File: src/rtl/adc_rd_pkg.sv
package adc_rd_pkg;

   typedef enum logic [1:0] {
      ST_IDLE = 2'd0,
      ST_RUN  = 2'd1,
      ST_TAIL = 2'd2,
      ST_GAP  = 2'd3
   } rd_state_t;

endpackage

File: src/rtl/adc_sclk_gen.sv
module adc_sclk_gen #(
   parameter int DIV_HALF = 9
) (
   input  logic clk,
   input  logic rst,
   input  logic count_en,
   input  logic toggle_en,
   output logic half_tick,
   output logic fall_tick,
   output logic sclk
);

   generate
      if (DIV_HALF == 1) begin : g_nodiv
         assign half_tick = count_en;
      end else begin : g_div
         localparam int HW = $clog2(DIV_HALF);
         logic [HW-1:0] hcnt;
         always_ff @(posedge clk) begin
            if (rst || !count_en)
               hcnt <= '0;
            else if (hcnt == HW'(DIV_HALF - 1))
               hcnt <= '0;
            else
               hcnt <= hcnt + HW'(1);
         end
         assign half_tick = count_en && (hcnt == HW'(DIV_HALF - 1));
      end
   endgenerate

   always_ff @(posedge clk) begin
      if (rst)
         sclk <= 1'b0;
      else if (toggle_en && half_tick)
         sclk <= ~sclk;
   end

   assign fall_tick = toggle_en && half_tick && sclk;

endmodule

File: src/rtl/adc_rx_shift.sv
module adc_rx_shift #(
   parameter int DW         = 16,
   parameter int LEAD_FALLS = 5,
   parameter int FRAME_CLKS = 24
) (
   input  logic          clk,
   input  logic          rst,
   input  logic          clear,
   input  logic          fall_tick,
   input  logic          sdi,
   output logic [DW-1:0] word,
   output logic          marker,
   output logic          last_fall
);

   localparam int CW       = $clog2(FRAME_CLKS + 1);
   localparam int MARK_NUM = LEAD_FALLS + 1;
   localparam int LAST_NUM = LEAD_FALLS + 1 + DW;

   logic [CW-1:0] fcnt;
   int            fnum;

   assign fnum      = int'(fcnt) + 1;
   assign last_fall = fall_tick && (fcnt == CW'(FRAME_CLKS - 1));

   always_ff @(posedge clk) begin
      if (rst || clear) begin
         fcnt   <= '0;
         word   <= '0;
         marker <= 1'b0;
      end else if (fall_tick) begin
         fcnt <= fcnt + CW'(1);
         if (fnum == MARK_NUM)
            marker <= sdi;
         else if (fnum > MARK_NUM && fnum <= LAST_NUM)
            word <= {word[DW-2:0], sdi};
      end
   end

endmodule

File: src/rtl/adc_cycle_timer.sv
module adc_cycle_timer #(
   parameter int MIN_CYCLE = 500
) (
   input  logic clk,
   input  logic rst,
   input  logic clear,
   output logic done
);

   localparam int TW = $clog2(MIN_CYCLE + 1);

   logic [TW-1:0] tcnt;

   always_ff @(posedge clk) begin
      if (rst || clear)
         tcnt <= '0;
      else if (tcnt != TW'(MIN_CYCLE))
         tcnt <= tcnt + TW'(1);
   end

   assign done = (tcnt >= TW'(MIN_CYCLE - 2));

endmodule

File: src/rtl/adc_rd_ctrl.sv
module adc_rd_ctrl #(
   parameter int DIV_HALF   = 9,
   parameter int FRAME_CLKS = 24,
   parameter int MIN_CYCLE  = 500,
   parameter int DW         = 16,
   parameter int LEAD_FALLS = 5
) (
   input  logic          clk,
   input  logic          rst,
   input  logic          start_i,
   input  logic          sdi_i,
   output logic          cs_n_o,
   output logic          sclk_o,
   output logic [DW-1:0] data_o,
   output logic          valid_o,
   output logic          frame_err_o,
   output logic          busy_o
);
   import adc_rd_pkg::*;

   localparam int MIN_FRAME = LEAD_FALLS + 1 + DW;
   localparam int FRAME_CYC = 2 * DIV_HALF * FRAME_CLKS + DIV_HALF + 2;

   generate
      if (FRAME_CLKS < MIN_FRAME) begin : g_bad_frame
         $error("FRAME_CLKS too small for marker and data");
      end
      if (MIN_CYCLE < FRAME_CYC) begin : g_bad_cycle
         $error("MIN_CYCLE shorter than one frame");
      end
      if (DIV_HALF < 1 || DW < 2) begin : g_bad_div
         $error("DIV_HALF and DW out of range");
      end
   endgenerate

   rd_state_t     state;
   logic          pend;
   logic          accept;
   logic          half_tick, fall_tick, last_fall;
   logic          gap_done;
   logic [DW-1:0] word;
   logic          marker;
   logic          tail_end;

   assign accept   = (state == ST_IDLE) && (start_i || pend);
   assign tail_end = (state == ST_TAIL) && half_tick;
   assign busy_o   = (state != ST_IDLE);

   adc_sclk_gen #(.DIV_HALF(DIV_HALF)) u_sclk (
      .clk       (clk),
      .rst       (rst),
      .count_en  ((state == ST_RUN) || (state == ST_TAIL)),
      .toggle_en (state == ST_RUN),
      .half_tick (half_tick),
      .fall_tick (fall_tick),
      .sclk      (sclk_o)
   );

   adc_rx_shift #(
      .DW         (DW),
      .LEAD_FALLS (LEAD_FALLS),
      .FRAME_CLKS (FRAME_CLKS)
   ) u_shift (
      .clk       (clk),
      .rst       (rst),
      .clear     (accept),
      .fall_tick (fall_tick),
      .sdi       (sdi_i),
      .word      (word),
      .marker    (marker),
      .last_fall (last_fall)
   );

   adc_cycle_timer #(.MIN_CYCLE(MIN_CYCLE)) u_timer (
      .clk   (clk),
      .rst   (rst),
      .clear (accept),
      .done  (gap_done)
   );

   always_ff @(posedge clk) begin
      if (rst) begin
         state <= ST_IDLE;
      end else begin
         unique case (state)
            ST_IDLE: if (accept)    state <= ST_RUN;
            ST_RUN:  if (last_fall) state <= ST_TAIL;
            ST_TAIL: if (half_tick) state <= ST_GAP;
            ST_GAP:  if (gap_done)  state <= ST_IDLE;
            default:                state <= ST_IDLE;
         endcase
      end
   end

   always_ff @(posedge clk) begin
      if (rst)
         pend <= 1'b0;
      else if (accept)
         pend <= 1'b0;
      else if (start_i && state != ST_IDLE)
         pend <= 1'b1;
   end

   always_ff @(posedge clk) begin
      if (rst) begin
         cs_n_o      <= 1'b1;
         valid_o     <= 1'b0;
         data_o      <= '0;
         frame_err_o <= 1'b0;
      end else begin
         valid_o <= tail_end;
         if (accept)
            cs_n_o <= 1'b0;
         else if (tail_end)
            cs_n_o <= 1'b1;
         if (tail_end) begin
            data_o      <= word;
            frame_err_o <= marker;
         end
      end
   end

endmodule

File: config.mk
export PLATFORM = sky130hd
export DESIGN_NAME = adc_rd_ctrl
export DESIGN_NICKNAME = d
export VERILOG_FILES = /design/src/rtl/adc_rd_pkg.sv /design/src/rtl/adc_sclk_gen.sv /design/src/rtl/adc_rx_shift.sv /design/src/rtl/adc_cycle_timer.sv /design/src/rtl/adc_rd_ctrl.sv
export SDC_FILE = /design/constraint.sdc
export NUM_CORES = 1
export LEC_CHECK = 0
export ABC_AREA = 1
export BUFFER_PORTS_ARGS = -buffer_cell sky130_fd_sc_hd__buf_2
export CAP_MARGIN = 20
export CORE_ASPECT_RATIO = 0.8
export CORE_MARGIN = 3
export CORE_UTILIZATION = 55
export DETAILED_ROUTE_END_ITERATION = 10
export GPL_ROUTABILITY_DRIVEN = 0
export GPL_TIMING_DRIVEN = 0
export PLACE_DENSITY = 0.75
export SLEW_MARGIN = 5
export SYNTH_ARGS = -nofsm -noshare
export SYNTH_HDL_FRONTEND = slang
export SYNTH_SLANG_ARGS = --single-unit
File: constraint.sdc
create_clock -name clk -period 2.58 [get_ports clk]
set_clock_uncertainty 0.05 [all_clocks]
set_input_delay 0.387 -clock clk [delete_from_list [all_inputs] [get_ports clk]]
set_output_delay 0.387 -clock clk [all_outputs]
set_load 0.005 [all_outputs]
### Word-level counts from Yosys, hierarchy flattened

Cells that the tools add are included.

* $add $sub $neg: 4
* $mul: 0
* divide/modulo/power cells: 0
* order comparisons: 3
* equal/unequal tests: 11
* shift operators: 0
* mux-type cells: 7
* bitwise logic cells: 2
* reduce and logical (&&, ||, !) cells: 21

Operators by type and width (count)
* equality test 32 x 4 -> 1 bit, second input constant: 1
* greater-than comparator 32 x 4 -> 1 bit, second input constant: 1
* less-or-equal comparator 32 x 6 -> 1 bit, second input constant: 1
* adder 9 x 1 -> 9 bit, second input constant: 1
* greater-or-equal comparator 9 bit, second input constant: 1
* inequality test 9 bit, second input constant: 1
* logical AND 1 bit: 8
* 2-to-1 mux 2 bit: 4
* case mux 2 bit (4 select lines): 1
* adder 5 x 1 -> 6 bit, second input constant: 1
* inequality test 2 bit, second input constant: 3
* adder 5 x 1 -> 5 bit, second input constant: 1
* equality test 5 bit, second input constant: 1
* adder 4 x 1 -> 4 bit, second input constant: 1
* equality test 2 bit, second input constant: 2
* equality test 4 bit, second input constant: 1
* logical OR 1 bit: 4
* AND reduction 4 bit: 1
* nonzero test 2 bit: 2
* OR reduction 2 bit: 2
* AND reduction 3 bit: 1
* equality test 2 x 1 -> 1 bit, second input constant: 1
* zero test 2 bit: 1
* 2-to-1 mux 1 bit: 2
* 4 further kinds: 5

* register bits: 58
* latch bits: 0
* RAM bits: 0
* memory bits (read-only): 0
* bits of input ports: 4
* output and inout port bits: 21
* word-level logic and storage cells: 60
* memories kept: 0

### Logic depth before layout (Yosys ltp)

Gate-level depths: netlist (run 1).

* word-level depth: 8
* depth in mapped cells: 12
* gate-level depth less buffers: 11

### Cells and area by module

From an unflattened synthesis (run 1), not the netlist that was laid out.

* cells, all modules: 401
* area, all modules: 2846.5 µm²

By module, submodules not included
* adc_rx_shift: instances 1, cells an instance 179, area each 1189.9 µm², seq. area each 440.4 µm²
* adc_rd_ctrl: instances 1, cells an instance 117, area each 913.4 µm², seq. area each 440.4 µm²
* adc_cycle_timer: instances 1, cells an instance 73, area each 496.7 µm², seq. area each 180.2 µm²
* adc_sclk_gen: instances 1, cells an instance 32, area each 246.5 µm², seq. area each 100.1 µm²

### Worst setup path after synthesis (run 1)

Ideal clock, no wire load.

* path kind: register to register
* start: reg state[0]
* end: reg u_shift.word[10]
* library setup time: 62 ps
* arrival time: 1658 ps
* data required time: 2468 ps
* setup slack: 809 ps
* stages on the path, launching flop included: 12
* path buffers: 1
* clock period less this slack: 1771 ps
* cells stage by stage: dfxtp_1 inv_1 ha_1 nand4_2 nor2_4 nand3_2 inv_1 nand2_2 nor2_4 buf_8 nor2_2 nor2_2

* longest elaborated chain between the ends: 6
* elaborated cells between the ends (all ways): 10
* those cells by class: eq/ne: 2; reduce/logical: 8

RTL lines
* from (decl): RTL line adc_rd_ctrl.sv:36 `rd_state_t state;`
* from (signal assigned): RTL line adc_rd_ctrl.sv:83 `state <= ST_IDLE;`
* from (signal assigned): RTL line adc_rd_ctrl.sv:86 `ST_IDLE: if (accept) state <= ST_RUN;`
* from (signal assigned): RTL line adc_rd_ctrl.sv:87 `ST_RUN: if (last_fall) state <= ST_TAIL;`
* equality test 2 x 1 -> 1 bit or equality test 2 bit (tied branches): RTL line adc_rd_ctrl.sv:52, adc_rd_ctrl.sv:53
* logical OR 1 bit: RTL line adc_rd_ctrl.sv:52 `.count_en ((state == ST_RUN) || (state == ST_TAIL)),`
* logical AND 1 bit: RTL line adc_sclk_gen.sv:27 `assign half_tick = count_en && (hcnt == HW'(DIV_HALF - 1));`
* logical AND 1 bit (2 in series): RTL line adc_sclk_gen.sv:38 `assign fall_tick = toggle_en && half_tick && sclk;`
* AND reduction 3 bit (no source line)
* to (signal assigned): RTL line adc_rx_shift.sv:36 `word <= {word[DW-2:0], sdi};`
* to (decl): RTL line adc_rx_shift.sv:11 `output logic [DW-1:0] word,`

Several ways; a longest one is shown, not always the timed one.
A chain may end at the register's enable or synchronous reset.

### Worst setup path after layout (run 1)

* start: reg state[0]
* end: reg data_o[13]

* longest elaborated chain between the ends: 4
* elaborated cells between the ends (all ways): 5
* those cells by class: eq/ne: 2; reduce/logical: 3

RTL lines
* equality test 2 x 1 -> 1 bit or equality test 2 bit (tied branches): RTL line adc_rd_ctrl.sv:52, adc_rd_ctrl.sv:46
* logical OR 1 bit: RTL line adc_rd_ctrl.sv:52
* logical AND 1 bit: RTL line adc_sclk_gen.sv:27
* logical AND 1 bit (*): RTL line adc_rd_ctrl.sv:46 `assign tail_end = (state == ST_TAIL) && half_tick;`
* to (signal assigned): RTL line adc_rd_ctrl.sv:117 `data_o <= word;`
* to (decl): RTL line adc_rd_ctrl.sv:14 `output logic [DW-1:0] data_o,`

Every way passes the cells marked *; elsewhere a longest branch is shown, timed or not.

==> results of run 1 <==
-- per-layer routing --
layer	vias to the layer above	global-route usage, %	part of all wire, %
met3	6	7.007	5.6
met5	-	0	0
met2	53	32.19	42
met1	1028	28.42	51
li1	1205	-	-
met4	0	7.905	0.83
-- sequential cells by signal, indices dropped and copies added (netlist names) --
signal and flops:
cs_n_o 1, data_o 16, frame_err_o 1, pend 1, state 2, u_sclk.g_div.hcnt 4
u_sclk.sclk 1, u_shift.fcnt 5, u_shift.marker 1, u_shift.word 16, u_timer.tcnt 9, valid_o 1
-- through the flow --
stage / instance area (sq um) / power, mW / hold slack (ps) / util [%] / worst slack, ps
final: 3156 / 2.347 / 207.6 / 67.43 / 464.9
after global routing: 3156 / 2.476 / 182.2 / 67.43 / 204.4
after CTS: 3156 / 2.368 / 180.2 / 67.43 / 482.3
after detailed placement: 2903 / 1.319 / 408.1 / 62.03 / 524.3
after global placement: 2903 / 1.311 / 393.6 / 62.03 / 543.0
after floorplan: 2708 / 1.241 / 379.7 / - / 809.4
-- area by class of cell --
class	instances	area (sq um)	share of cell area (%)
inverters	48	180.2	5.710
flip-flops and latches	58	1161	36.80
clock buffers	12	155.1	4.917
clock inverters	4	97.59	3.093
repair buffers	24	120.1	3.806
multi-input cells	238	1285	40.72
well taps	60	75.07	2.379
plain buffers	12	81.33	2.577
-- logic make-up (layout without fill, tap and decap cells) --
logic type | Yosys count | count (layout)
xor+xnor | 2 | 2
fa+ha+maj | 11 | 11
compound gates | 69 | 69
flops | 58 | 58
simple gates | 156 | 156
buf+inv | 60 | 100
-- synth_stat cells (3+ instances only) --
cell type	count	area share [%]
a21oi_1	32	5.9
clkbuf_1	4	0.55
dfxtp_1	58	43
ha_1	11	5.1
inv_1	44	6.1
inv_2	3	0.42
nand2_1	47	6.5
nand2_2	6	1.4
nand3_1	28	5.2
nand4_1	4	0.92
nor2_1	35	4.9
nor2_2	22	5.1
nor2_4	5	2.1
o21ai_0	32	5.9
-- critical path, cell delays in order (launching register included) --
cell and delay (ps):
dfxtp_1 380, inv_1 80, ha_1 320, nand4_2 170, inv_1 90, nand2_1 80
inv_1 180, clkbuf_1 370, o21ai_0 160, a21oi_1 150
-- where the power goes --
group / internal, mW / switching, mW
sequential: 0.936 / 0.0348
combinational: 0.123 / 0.213
clock: 0.695 / 0.347
total: 1.75 / 0.595
-- worst paths after layout --
check | startpoint | end
max | state[0] | data_o[13]
min | rst | pend
max reg2reg | state[0] | data_o[13]
min reg2reg | u_shift.marker | frame_err_o
==> summary.md, run 1 <==
| Metric | Value |
|---|---|
| Synthesis-to-finish area growth | `16.54%` |
| VDD IR max | `0.6269 mV` |
| Final wirelength | `5629 um` |
| Rows | `22` |
| Worst slew margin | `62.13%` |
| PostCTS Resize Cnt | `0` |
| Nets | `406` |
| Synth Area in Compound Gates | `12.94%` |
| Fmax | `472.8 MHz` |
| Synth Flop Type | `dfxtp_1` |
| Cells after synthesis | `356` |
| Total die area | `5806 sq um` |
| Cts hold-fix bufs | `0` |
| Final Max Tran Viols | `0` |
| Finish-stage setup viols | `0` |
| Non-filler cells, final | `456` |
| Vias in the first global route | `2,127` |
| Main combinational cell family by area after synthesis | `simple AND/OR/NAND/NOR gates` |
| Post-DR wirelength/cell | `12.34 um` |
| Net Count, Synth | `371` |
| Commonest non-fill, non-tap cell in the layout | `dfxtp_1` |
| Type of the most critical hold path | `in2reg` |
| Worst-Skew Late Latency | `330 ps` |
| Pwr Density | `743.9 nW/um^2` |
| Number of setup buffers added after CTS | `0` |
| Mapped Area | `2708 sq um` |
| Final setup TNS | `0 ps` |
| CTS tree | `done` |
| Clock Path Buffers | `2` |
| Mapped Avg Cell Area | `7.606 sq um` |
| Adder-Cell Fraction of Synth Area | `5.083%` |
| FFs w/ async S/R, synth | `0%` |
| Clock slew seen by the registers of the worst setup and hold paths | `60 ps` |
| Layout cell share with drive strength beyond 1 | `21.97%` |
| Die height | `68.76 um` |
| DR iter-0 viols | `180` |
| CP Data Required Time | `2790 ps` |
| Total number of vias | `2,292` |
| Total Routing Usage GR | `21.22%` |
| Synth cell types | `32` |
| Die width | `84.45 um` |
| Global-route wire length before repair | `9584 um` |
| Final worst-path cycle share | `81.98%` |
| Core area | `4679 sq um` |
| Vias/cell | `5.026` |
| IO buf count | `24` |
| Mux cell area share after synthesis | `0%` |
| Routed Antenna Nets | `0` |
| Crit path DAT | `2330 ps` |
| Hold depth | `2` |
| Endpoint class of the critical path | `flip-flop` |
| #FFs+latches synth | `58` |
| CTS H-tree depth | `3` |
| Initial Utilization | `57.86%` |
| GRT overflow | `0` |
| Number of flops mapped to enable cells by yosys | `0` |
| Final hold viol count | `0` |
| I/O Pins | `25` |
| Synth Area in Simple Gates | `28.79%` |
| Reg2reg path depth | `9` |
| Clock Sink Count | `58` |
| Post-DP HPWL | `3887 um` |
| Post-synthesis sequential area ratio | `42.88%` |
| Antenna Cells | `0` |
| Crit Path Class | `reg2reg` |
| Antenna violations before repair | `0` |
| Drt first pass iters | `4` |
| Drt drc | `0` |
| Leak | `1.340 nW` |
| Largest net degree at the start of global routing | `11` |
| Total CTS buffers | `9` |
| Internal reg-to-reg setup slack | `460 ps` |
| Post-synthesis xor/xnor area fraction | `0.6470%` |
| Max FO, Critical Path | `10` |
| CP startpoint kind | `flip-flop` |
| Fillers | `415` |
| Synth warn | `0` |
| Max-cap viol count | `0` |
| Placed cell count | `440` |
| Root buffer cell | `clkbuf_8` |
| RSZ-0062 raised after global routing | `no` |
| Worst Tran Pin Value | `568.0 ps` |
| Period minus WS final | `2115 ps` |
| Status | `finished, final reports clean` |
| Most frequent cells in the layout | `dfxtp_1, nand2_1, inv_1, nor2_1` |
Power figures use the tool's default switching activity.
==> run 2, diff against run 1 <==
--- a/config.mk
+++ b/config.mk
@@ -5,16 +5,16 @@
 export SDC_FILE = /design/constraint.sdc
 export NUM_CORES = 1
 export LEC_CHECK = 0
-export ABC_AREA = 1
+export ABC_AREA = 0
 export BUFFER_PORTS_ARGS = -buffer_cell sky130_fd_sc_hd__buf_2
 export CAP_MARGIN = 20
 export CORE_ASPECT_RATIO = 0.8
 export CORE_MARGIN = 3
-export CORE_UTILIZATION = 55
+export CORE_UTILIZATION = 52
 export DETAILED_ROUTE_END_ITERATION = 10
 export GPL_ROUTABILITY_DRIVEN = 0
 export GPL_TIMING_DRIVEN = 0
-export PLACE_DENSITY = 0.75
+export PLACE_DENSITY = 0.74
 export SLEW_MARGIN = 5
 export SYNTH_ARGS = -nofsm -noshare
 export SYNTH_HDL_FRONTEND = slang
==> constraint.sdc (replaced) <==
create_clock -name clk -period 1.8 [get_ports clk]
set_clock_uncertainty 0.05 [all_clocks]
set_input_delay 0.27 -clock clk [delete_from_list [all_inputs] [get_ports clk]]
set_output_delay 0.27 -clock clk [all_outputs]
set_load 0.005 [all_outputs]
==> summary.md, run 2 <==
| Metric | Value |
|---|---|
| Die width | `82.96 um (was 84.45 um)` |
| Crit path DAT | `2230 ps (was 2330 ps)` |
| Crit path max-delay family | `compound AO/OA/AOI/OAI gates (was buffers and inverters)` |
| Crit-path slowest cell | `dfxtp_4 (was dfxtp_1)` |
| Top post-synthesis cells by area | `dfxtp_1, nand2_1, mux2i_1 (was dfxtp_1, nand2_1, inv_1)` |
| Routed Antenna Nets | `0 (unchanged)` |
| WP buf/inv | `2 (was 4)` |
| Mapped Area | `2464 sq um (was 2708 sq um)` |
| Setup WS post-layout | `-219.7 ps (was 464.9 ps)` |
| Worst-Skew Late Latency | `330 ps (about the same)` |
| Cells after synthesis | `281 (was 356)` |
| Layout cell share with drive strength beyond 1 | `24.23% (was 21.97%)` |
| Crit path to | `u_shift.word[8] (was data_o[13])` |
| Leak | `1.153 nW (was 1.340 nW)` |
| Clock slew seen by the registers of the worst setup and hold paths | `70 ps (was 60 ps)` |
| Crit-path cells | `inv_4 > ha_4 > or3b_4 > a21oi_2 > a221o_1 > a211oi_4 > buf_6 > mux2i_1 (was inv_1 > ha_1 > nand4_2 > inv_1 > nand2_1 > inv_1 > clkbuf_1 > o21ai_0 > a21oi_1)` |
| FF-to-FF End | `u_shift.word[8] (was data_o[13])` |
| Mapped Avg Cell Area | `8.767 sq um (was 7.606 sq um)` |
| Critical path depth in cells | `8 (was 9)` |
| Total CTS buffers | `9 (unchanged)` |
| Reg2reg start | `u_shift.fcnt[1] (was state[0])` |
| Die height | `67.57 um (was 68.76 um)` |
| Total Routing Usage GR | `19.37% (was 21.22%)` |
| Reg2reg path depth | `8 (was 9)` |
| DP Worst Slack | `-590.3 ps (was 524.3 ps)` |
| Max FO, Critical Path | `5 (was 10)` |
| Status | `finished, violations left (was finished, final reports clean)` |
| Final cell utilization of the core | `70.42% (was 67.43%)` |
| Core area | `4362 sq um (was 4679 sq um)` |
| Vias/cell | `5.183 (was 5.026)` |
| #FFs+latches synth | `58 (unchanged)` |
| Total number of vias | `1,985 (was 2,292)` |
| GRT overflow | `0 (unchanged)` |
| RSZ-0062 raised after global routing | `yes (was no)` |
| Number of flops mapped to enable cells by yosys | `0 (unchanged)` |
| Design Area, Final | `3072 sq um (was 3156 sq um)` |
| Max-cap viol count | `0 (unchanged)` |
| Internal reg-to-reg setup slack | `-220 ps (was 460 ps)` |
| Final wirelength | `5275 um (was 5629 um)` |
| Drt first pass iters | `4 (unchanged)` |
| Largest net degree at the start of global routing | `19 (was 11)` |
| Final worst-path cycle share | `112.2% (was 81.98%)` |
| Vias in the first global route | `1,809 (was 2,127)` |
| Clock Sink Count | `58 (unchanged)` |
| Crit Path Class | `reg2reg (unchanged)` |
| Synth cell types | `33 (was 32)` |
| Endpoint class of the critical path | `flip-flop (unchanged)` |
| VDD IR max | `0.9621 mV (was 0.6269 mV)` |
| Commonest non-fill, non-tap cell in the layout | `nand2_1 (was dfxtp_1)` |
| Clock Path Buffers | `2 (unchanged)` |
| CTS H-tree depth | `3 (unchanged)` |
| Total die area | `5605 sq um (was 5806 sq um)` |
| Final hold viol count | `0 (unchanged)` |
| Final Max Tran Viols | `0 (unchanged)` |
| Failing checks | `setup timing` |
| Antenna Cells | `0 (unchanged)` |
| DR iter-0 viols | `108 (was 180)` |
| CP Data Required Time | `2010 ps (was 2790 ps)` |
| Area after DPL | `2673 sq um (was 2903 sq um)` |
| Antenna violations before repair | `0 (unchanged)` |
| Net Count, Synth | `296 (was 371)` |
| Post-DR wirelength/cell | `13.77 um (was 12.34 um)` |
| Period minus WS final | `2020 ps (was 2115 ps)` |
| Finish-stage setup viols | `17 (was 0)` |
| Synth Flop Type | `dfxtp_1 (unchanged)` |
| Worst setup path startpoint | `u_shift.fcnt[1] (was state[0])` |
| Post-synthesis sequential area ratio | `47.13% (was 42.88%)` |
| Worst Tran Pin Value | `582.0 ps (was 568.0 ps)` |
| Fmax | `495.1 MHz (was 472.8 MHz)` |
| CP startpoint kind | `flip-flop (unchanged)` |
| CTS tree | `done (unchanged)` |
| Cell taking the most area after synthesis | `dfxtp_1 (unchanged)` |
| Post-DP HPWL | `3383 um (was 3887 um)` |
| Initial Utilization | `56.48% (was 57.86%)` |
| Root buffer cell | `clkbuf_8 (unchanged)` |
| Type of the most critical hold path | `in2reg (unchanged)` |
| I/O Pins | `25 (unchanged)` |
| Pwr Density | `1079 nW/um^2 (was 743.9 nW/um^2)` |
| Most frequent cells in the layout | `nand2_1, dfxtp_1, buf_2, nor2_1, a21oi_1 (was dfxtp_1, nand2_1, inv_1, nor2_1)` |
| Nets | `336 (was 406)` |
| Synth warn | `0 (unchanged)` |
| Count leader, synth | `nand2_1 (was dfxtp_1)` |
| IO buf count | `23 (was 24)` |
| Synth top cells by count | `nand2_1, dfxtp_1, a21oi_1 (was dfxtp_1, nand2_1, inv_1)` |
| FFs w/ async S/R, synth | `0% (unchanged)` |
| Synthesis-to-finish area growth | `24.68% (was 16.54%)` |
| Cts hold-fix bufs | `0 (unchanged)` |
| CP peak stage delay | `390 ps (was 380 ps)` |
| Synth top area share | `47.13% (was 42.88%)` |
| Global-route wire length before repair | `8438 um (was 9584 um)` |
| Worst slew margin | `60.90% (was 62.13%)` |
| Biggest regs | `data_o: 16 flops, u_shift.word: 16 flops, u_timer.tcnt: 9 flops (unchanged)` |
| Drt drc | `0 (unchanged)` |
| Rows | `21 (was 22)` |
[run 2: cell type report]
cell class / count / area (sq um)
flip-flops and latches: 58 / 1172
well taps: 57 / 71.32
repair buffers: 34 / 216.5
fillers: 357 / 1290
multi-input cells: 199 / 1294
inverters: 11 / 43.79
plain buffers: 8 / 45.04
clock inverters: 4 / 73.82
clock buffers: 12 / 155.1
[run 2: worst min-delay path by stage]
stage	end	from	cells after the start
4_1_cts	u_shift.marker	sdi_i	3
2_1_floorplan	u_shift.word[0]	sdi_i	2
5_1_grt	u_shift.marker	sdi_i	3
6_report	u_shift.marker	sdi_i	3
3_5_place_dp	data_o[9]	data_o[9]	2
3_3_place_gp	data_o[15]	data_o[15]	2
[run 2: timing repair]
item                                    CTS  global route
cloned                                    1             0
pin swaps                                 6             3
gates resized for setup                  21            16
buffers inserted                          7             3
endpoints found under the setup margin   36            34
endpoints found under the hold margin     0             0
[run 2: cell families (layout without fill, tap and decap cells)]
kind of cell	count (synthesis)	in the layout	synth area share (%)
XOR/XNOR	11	11	3.911
flip-flops	58	58	47.13
AO/OA/AOI/OAI	40	40	9.853
AND/OR/NAND/NOR	117	117	21.23
buffers and inverters	24	69	4.165
multiplexers	20	20	8.126
adder cells (fa/ha/maj)	11	11	5.587
[run 2: tightest hold or removal path, delay by kind of cell]
kind                   cells  cell delay (ps)
buffers and inverters      1              110
muxes                      1               70
and+or+nand+nor            1               70
[run 2: layer usage]
metal | vias up | global-route usage (%) | share of wire, %
li1 | 1029 | - | -
met1 | 908 | 25.71 | 50
met2 | 42 | 29.30 | 44
met3 | 6 | 6.463 | 4.6
met4 | 0 | 7.755 | 1.3
met5 | - | 0 | 0
[run 2: report_power, final]
part	total [mW]	internal, mW	leakage [nW]	switching [mW]
registers	1.39	1.34	0.471	0.0445
logic	0.582	0.256	0.565	0.325
clock network	1.35	0.855	0.117	0.493
[run 2: stage by stage]
stage	hold slack (ps)	power, mW	TNS [ps]	std cells
floorplan	362.3	1.744	-4621	281
global placement	390.0	1.861	-10390	361
finish	170.2	3.315	-3324	383
global route	178.5	3.467	-5208	383
detailed placement	393.3	1.874	-11200	361
CTS	155.9	3.263	-2992	382
==> run 3, diff against run 2 <==
--- a/config.mk
+++ b/config.mk
@@ -9,7 +9,7 @@
 export BUFFER_PORTS_ARGS = -buffer_cell sky130_fd_sc_hd__buf_2
 export CAP_MARGIN = 20
 export CORE_ASPECT_RATIO = 0.8
-export CORE_MARGIN = 3
+export CORE_MARGIN = 8
 export CORE_UTILIZATION = 52
 export DETAILED_ROUTE_END_ITERATION = 10
 export GPL_ROUTABILITY_DRIVEN = 0
==> summary.md, run 3 (same netlist as run 2, synthesis figures left out) <==
| Metric | Value |
|---|---|
| Status | `finished, violations left (unchanged)` |
| Failing checks | `setup timing (unchanged)` |
| I/O Pins | `25 (unchanged)` |
| CP Data Required Time | `2010 ps (about the same)` |
| Area after DPL | `2676 sq um (was 2673 sq um)` |
| Antenna Cells | `0 (unchanged)` |
| Endpoint class of the critical path | `flip-flop (unchanged)` |
| Routed Antenna Nets | `0 (unchanged)` |
| Nets | `347 (was 336)` |
| Hold path endpoint | `u_shift.word[0] (was u_shift.marker)` |
| Global-route wire length before repair | `8852 um (was 8438 um)` |
| Crit-path slowest cell | `dfxtp_4 (unchanged)` |
| Max FO, Critical Path | `6 (was 5)` |
| Crit path max-delay family | `compound AO/OA/AOI/OAI gates (unchanged)` |
| DP Worst Slack | `-562.1 ps (was -590.3 ps)` |
| IO buf count | `23 (unchanged)` |
| Final Max Tran Viols | `0 (unchanged)` |
| Clock Path Buffers | `2 (unchanged)` |
| Total Routing Usage GR | `15.35% (was 19.37%)` |
| Clock Sink Count | `58 (unchanged)` |
| Biggest regs | `data_o: 16 flops, u_shift.word: 16 flops, u_timer.tcnt: 9 flops (unchanged)` |
| Die height | `77.57 um (was 67.57 um)` |
| WP buf/inv | `3 (was 2)` |
| RSZ-0062 raised after global routing | `yes (unchanged)` |
| Fin Hold WS | `173.8 ps (was 170.2 ps)` |
| Initial Utilization | `53.92% (was 56.48%)` |
| Core area | `4569 sq um (was 4362 sq um)` |
| Multi-input gate area | `1313 sq um (was 1294 sq um)` |
| Largest net degree at the start of global routing | `12 (was 19)` |
| Storage cell area | `1174 sq um (was 1172 sq um)` |
| Total CTS buffers | `9 (unchanged)` |
| Worst-Skew Late Latency | `330 ps (about the same)` |
| GRT overflow | `0 (unchanged)` |
| Non-filler cells, final | `397 (was 383)` |
| Vias in the first global route | `1,902 (was 1,809)` |
| Internal reg-to-reg setup slack | `-240 ps (was -220 ps)` |
| Crit path DAT | `2250 ps (was 2230 ps)` |
| Crit Path Class | `reg2reg (unchanged)` |
| Leak | `1.208 nW (was 1.153 nW)` |
| Clock slew seen by the registers of the worst setup and hold paths | `70 ps (about the same)` |
| Final wirelength | `5595 um (was 5275 um)` |
| Vias/cell | `5.134 (was 5.183)` |
| Total number of vias | `2,038 (was 1,985)` |
| Cell mode on critical path | `buf_12` |
| Pwr Density | `1005 nW/um^2 (was 1079 nW/um^2)` |
| Layout cell share with drive strength beyond 1 | `27.89% (was 24.23%)` |
| CP startpoint kind | `flip-flop (unchanged)` |
| Placed cell count | `364 (was 361)` |
| Final worst-path cycle share | `113.4% (was 112.2%)` |
| Drt first pass iters | `4 (unchanged)` |
| Root buffer cell | `clkbuf_8 (unchanged)` |
| Crit-path cells | `inv_4 > ha_4 > or3b_4 > a21oi_2 > a221o_1 > a211oi_4 > buf_12 > buf_12 > mux2i_2 (was inv_4 > ha_4 > or3b_4 > a21oi_2 > a221o_1 > a211oi_4 > buf_6 > mux2i_1)` |
| CTS tree | `done (unchanged)` |
| Rows | `22 (was 21)` |
| Reg2reg path depth | `9 (was 8)` |
| VDD IR max | `0.9547 mV (was 0.9621 mV)` |
| Setup WS post-layout | `-241.2 ps (was -219.7 ps)` |
| Reg2reg start | `u_shift.fcnt[1] (unchanged)` |
| Fillers | `346 (was 357)` |
| Worst slew margin | `61.30% (was 60.90%)` |
| Die width | `92.96 um (was 82.96 um)` |
| Period minus WS final | `2041 ps (was 2020 ps)` |
| Fmax | `489.9 MHz (was 495.1 MHz)` |
| Worst Hold Launch | `sdi_i (unchanged)` |
| Final hold viol count | `0 (unchanged)` |
| CP peak stage delay | `390 ps (about the same)` |
| Type of the most critical hold path | `in2reg (unchanged)` |
| Drt drc | `0 (unchanged)` |
| Cts hold-fix bufs | `0 (unchanged)` |
| Finish-stage setup viols | `17 (unchanged)` |
| Max-cap viol count | `0 (unchanged)` |
| Hold depth | `3 (unchanged)` |
| Design Area, Final | `3211 sq um (was 3072 sq um)` |
| CTS H-tree depth | `3 (unchanged)` |
| Worst Tran Pin Value | `576.1 ps (was 582.0 ps)` |
| Commonest non-fill, non-tap cell in the layout | `nand2_1 (unchanged)` |
| DR iter-0 viols | `104 (was 108)` |
| Post-DR wirelength/cell | `14.09 um (was 13.77 um)` |
| Synthesis-to-finish area growth | `30.32% (was 24.68%)` |
| Final cell utilization of the core | `70.26% (was 70.42%)` |
| Total die area | `7210 sq um (was 5605 sq um)` |
| Antenna violations before repair | `0 (unchanged)` |
| FF-to-FF End | `u_shift.word[12] (was u_shift.word[8])` |
| Post-DP HPWL | `3428 um (was 3383 um)` |
| Most frequent cells in the layout | `nand2_1, dfxtp_1, buf_2, nor2_1, a21oi_1 (unchanged)` |
-- run 3: repair_timing --
action / in CTS / in global routing
setup buffers: 12 / 8
endpoints found under the setup margin: 35 / 41
gates resized for setup: 23 / 31
pin swaps: 6 / 5
cloned: 1 / 0
-- run 3: power by group --
part / switching (mW) / internal, mW
clock: 0.524 / 0.678
combinational: 0.335 / 0.306
sequential: 0.0437 / 1.34
-- run 3: worst reg2reg max path, cell delays in order (launching register included) --
cell	delay (ps)
dfxtp_4	390
inv_4	50
ha_4	270
or3b_4	120
a21oi_2	40
a221o_1	300
a211oi_4	250
buf_12	170
buf_12	120
mux2i_2	200
-- run 3: worst max path at each step --
stage,cells after the start,endpoint,from,slack [ps]
after floorplan,9,u_shift.word[10],state[1],-360
after global placement,9,u_shift.word[8],state[1],-530
after detailed placement,9,u_shift.word[12],state[1],-560
after CTS,9,u_shift.word[12],u_shift.fcnt[1],-170
after global routing,9,u_shift.word[12],u_shift.fcnt[1],-290
final,9,u_shift.word[12],u_shift.fcnt[1],-240
-- run 3: through the flow --
stage / TNS [ps] / power, mW
global placement: -9622 / 1.849
floorplan: -4621 / 1.744
global route: -4379 / 3.388
CTS: -3206 / 3.115
finish: -3165 / 3.227
detailed placement: -10530 / 1.862
-- run 3: final cells by class --
| cell class | count | share of cell area [%] |
|---|---|---|
| Timing Repair Buffer | 43 | 9.977 |
| Clock buffer | 10 | 4.287 |
| Multi-Input combinational cell | 199 | 40.88 |
| Clock inverter | 6 | 2.026 |
| Inverter | 11 | 1.364 |
| Tap cell | 60 | 2.338 |
| Sequential cell | 58 | 36.56 |
| Buffer | 10 | 2.572 |
-- run 3: per-layer routing --
metal	GRT usage, %	vias up	share of wire, %
li1	-	1051	-
met1	18.72	931	45
met2	22.73	52	47
met3	7.115	4	6.8
met4	6.421	0	0.59
met5	0	-	0
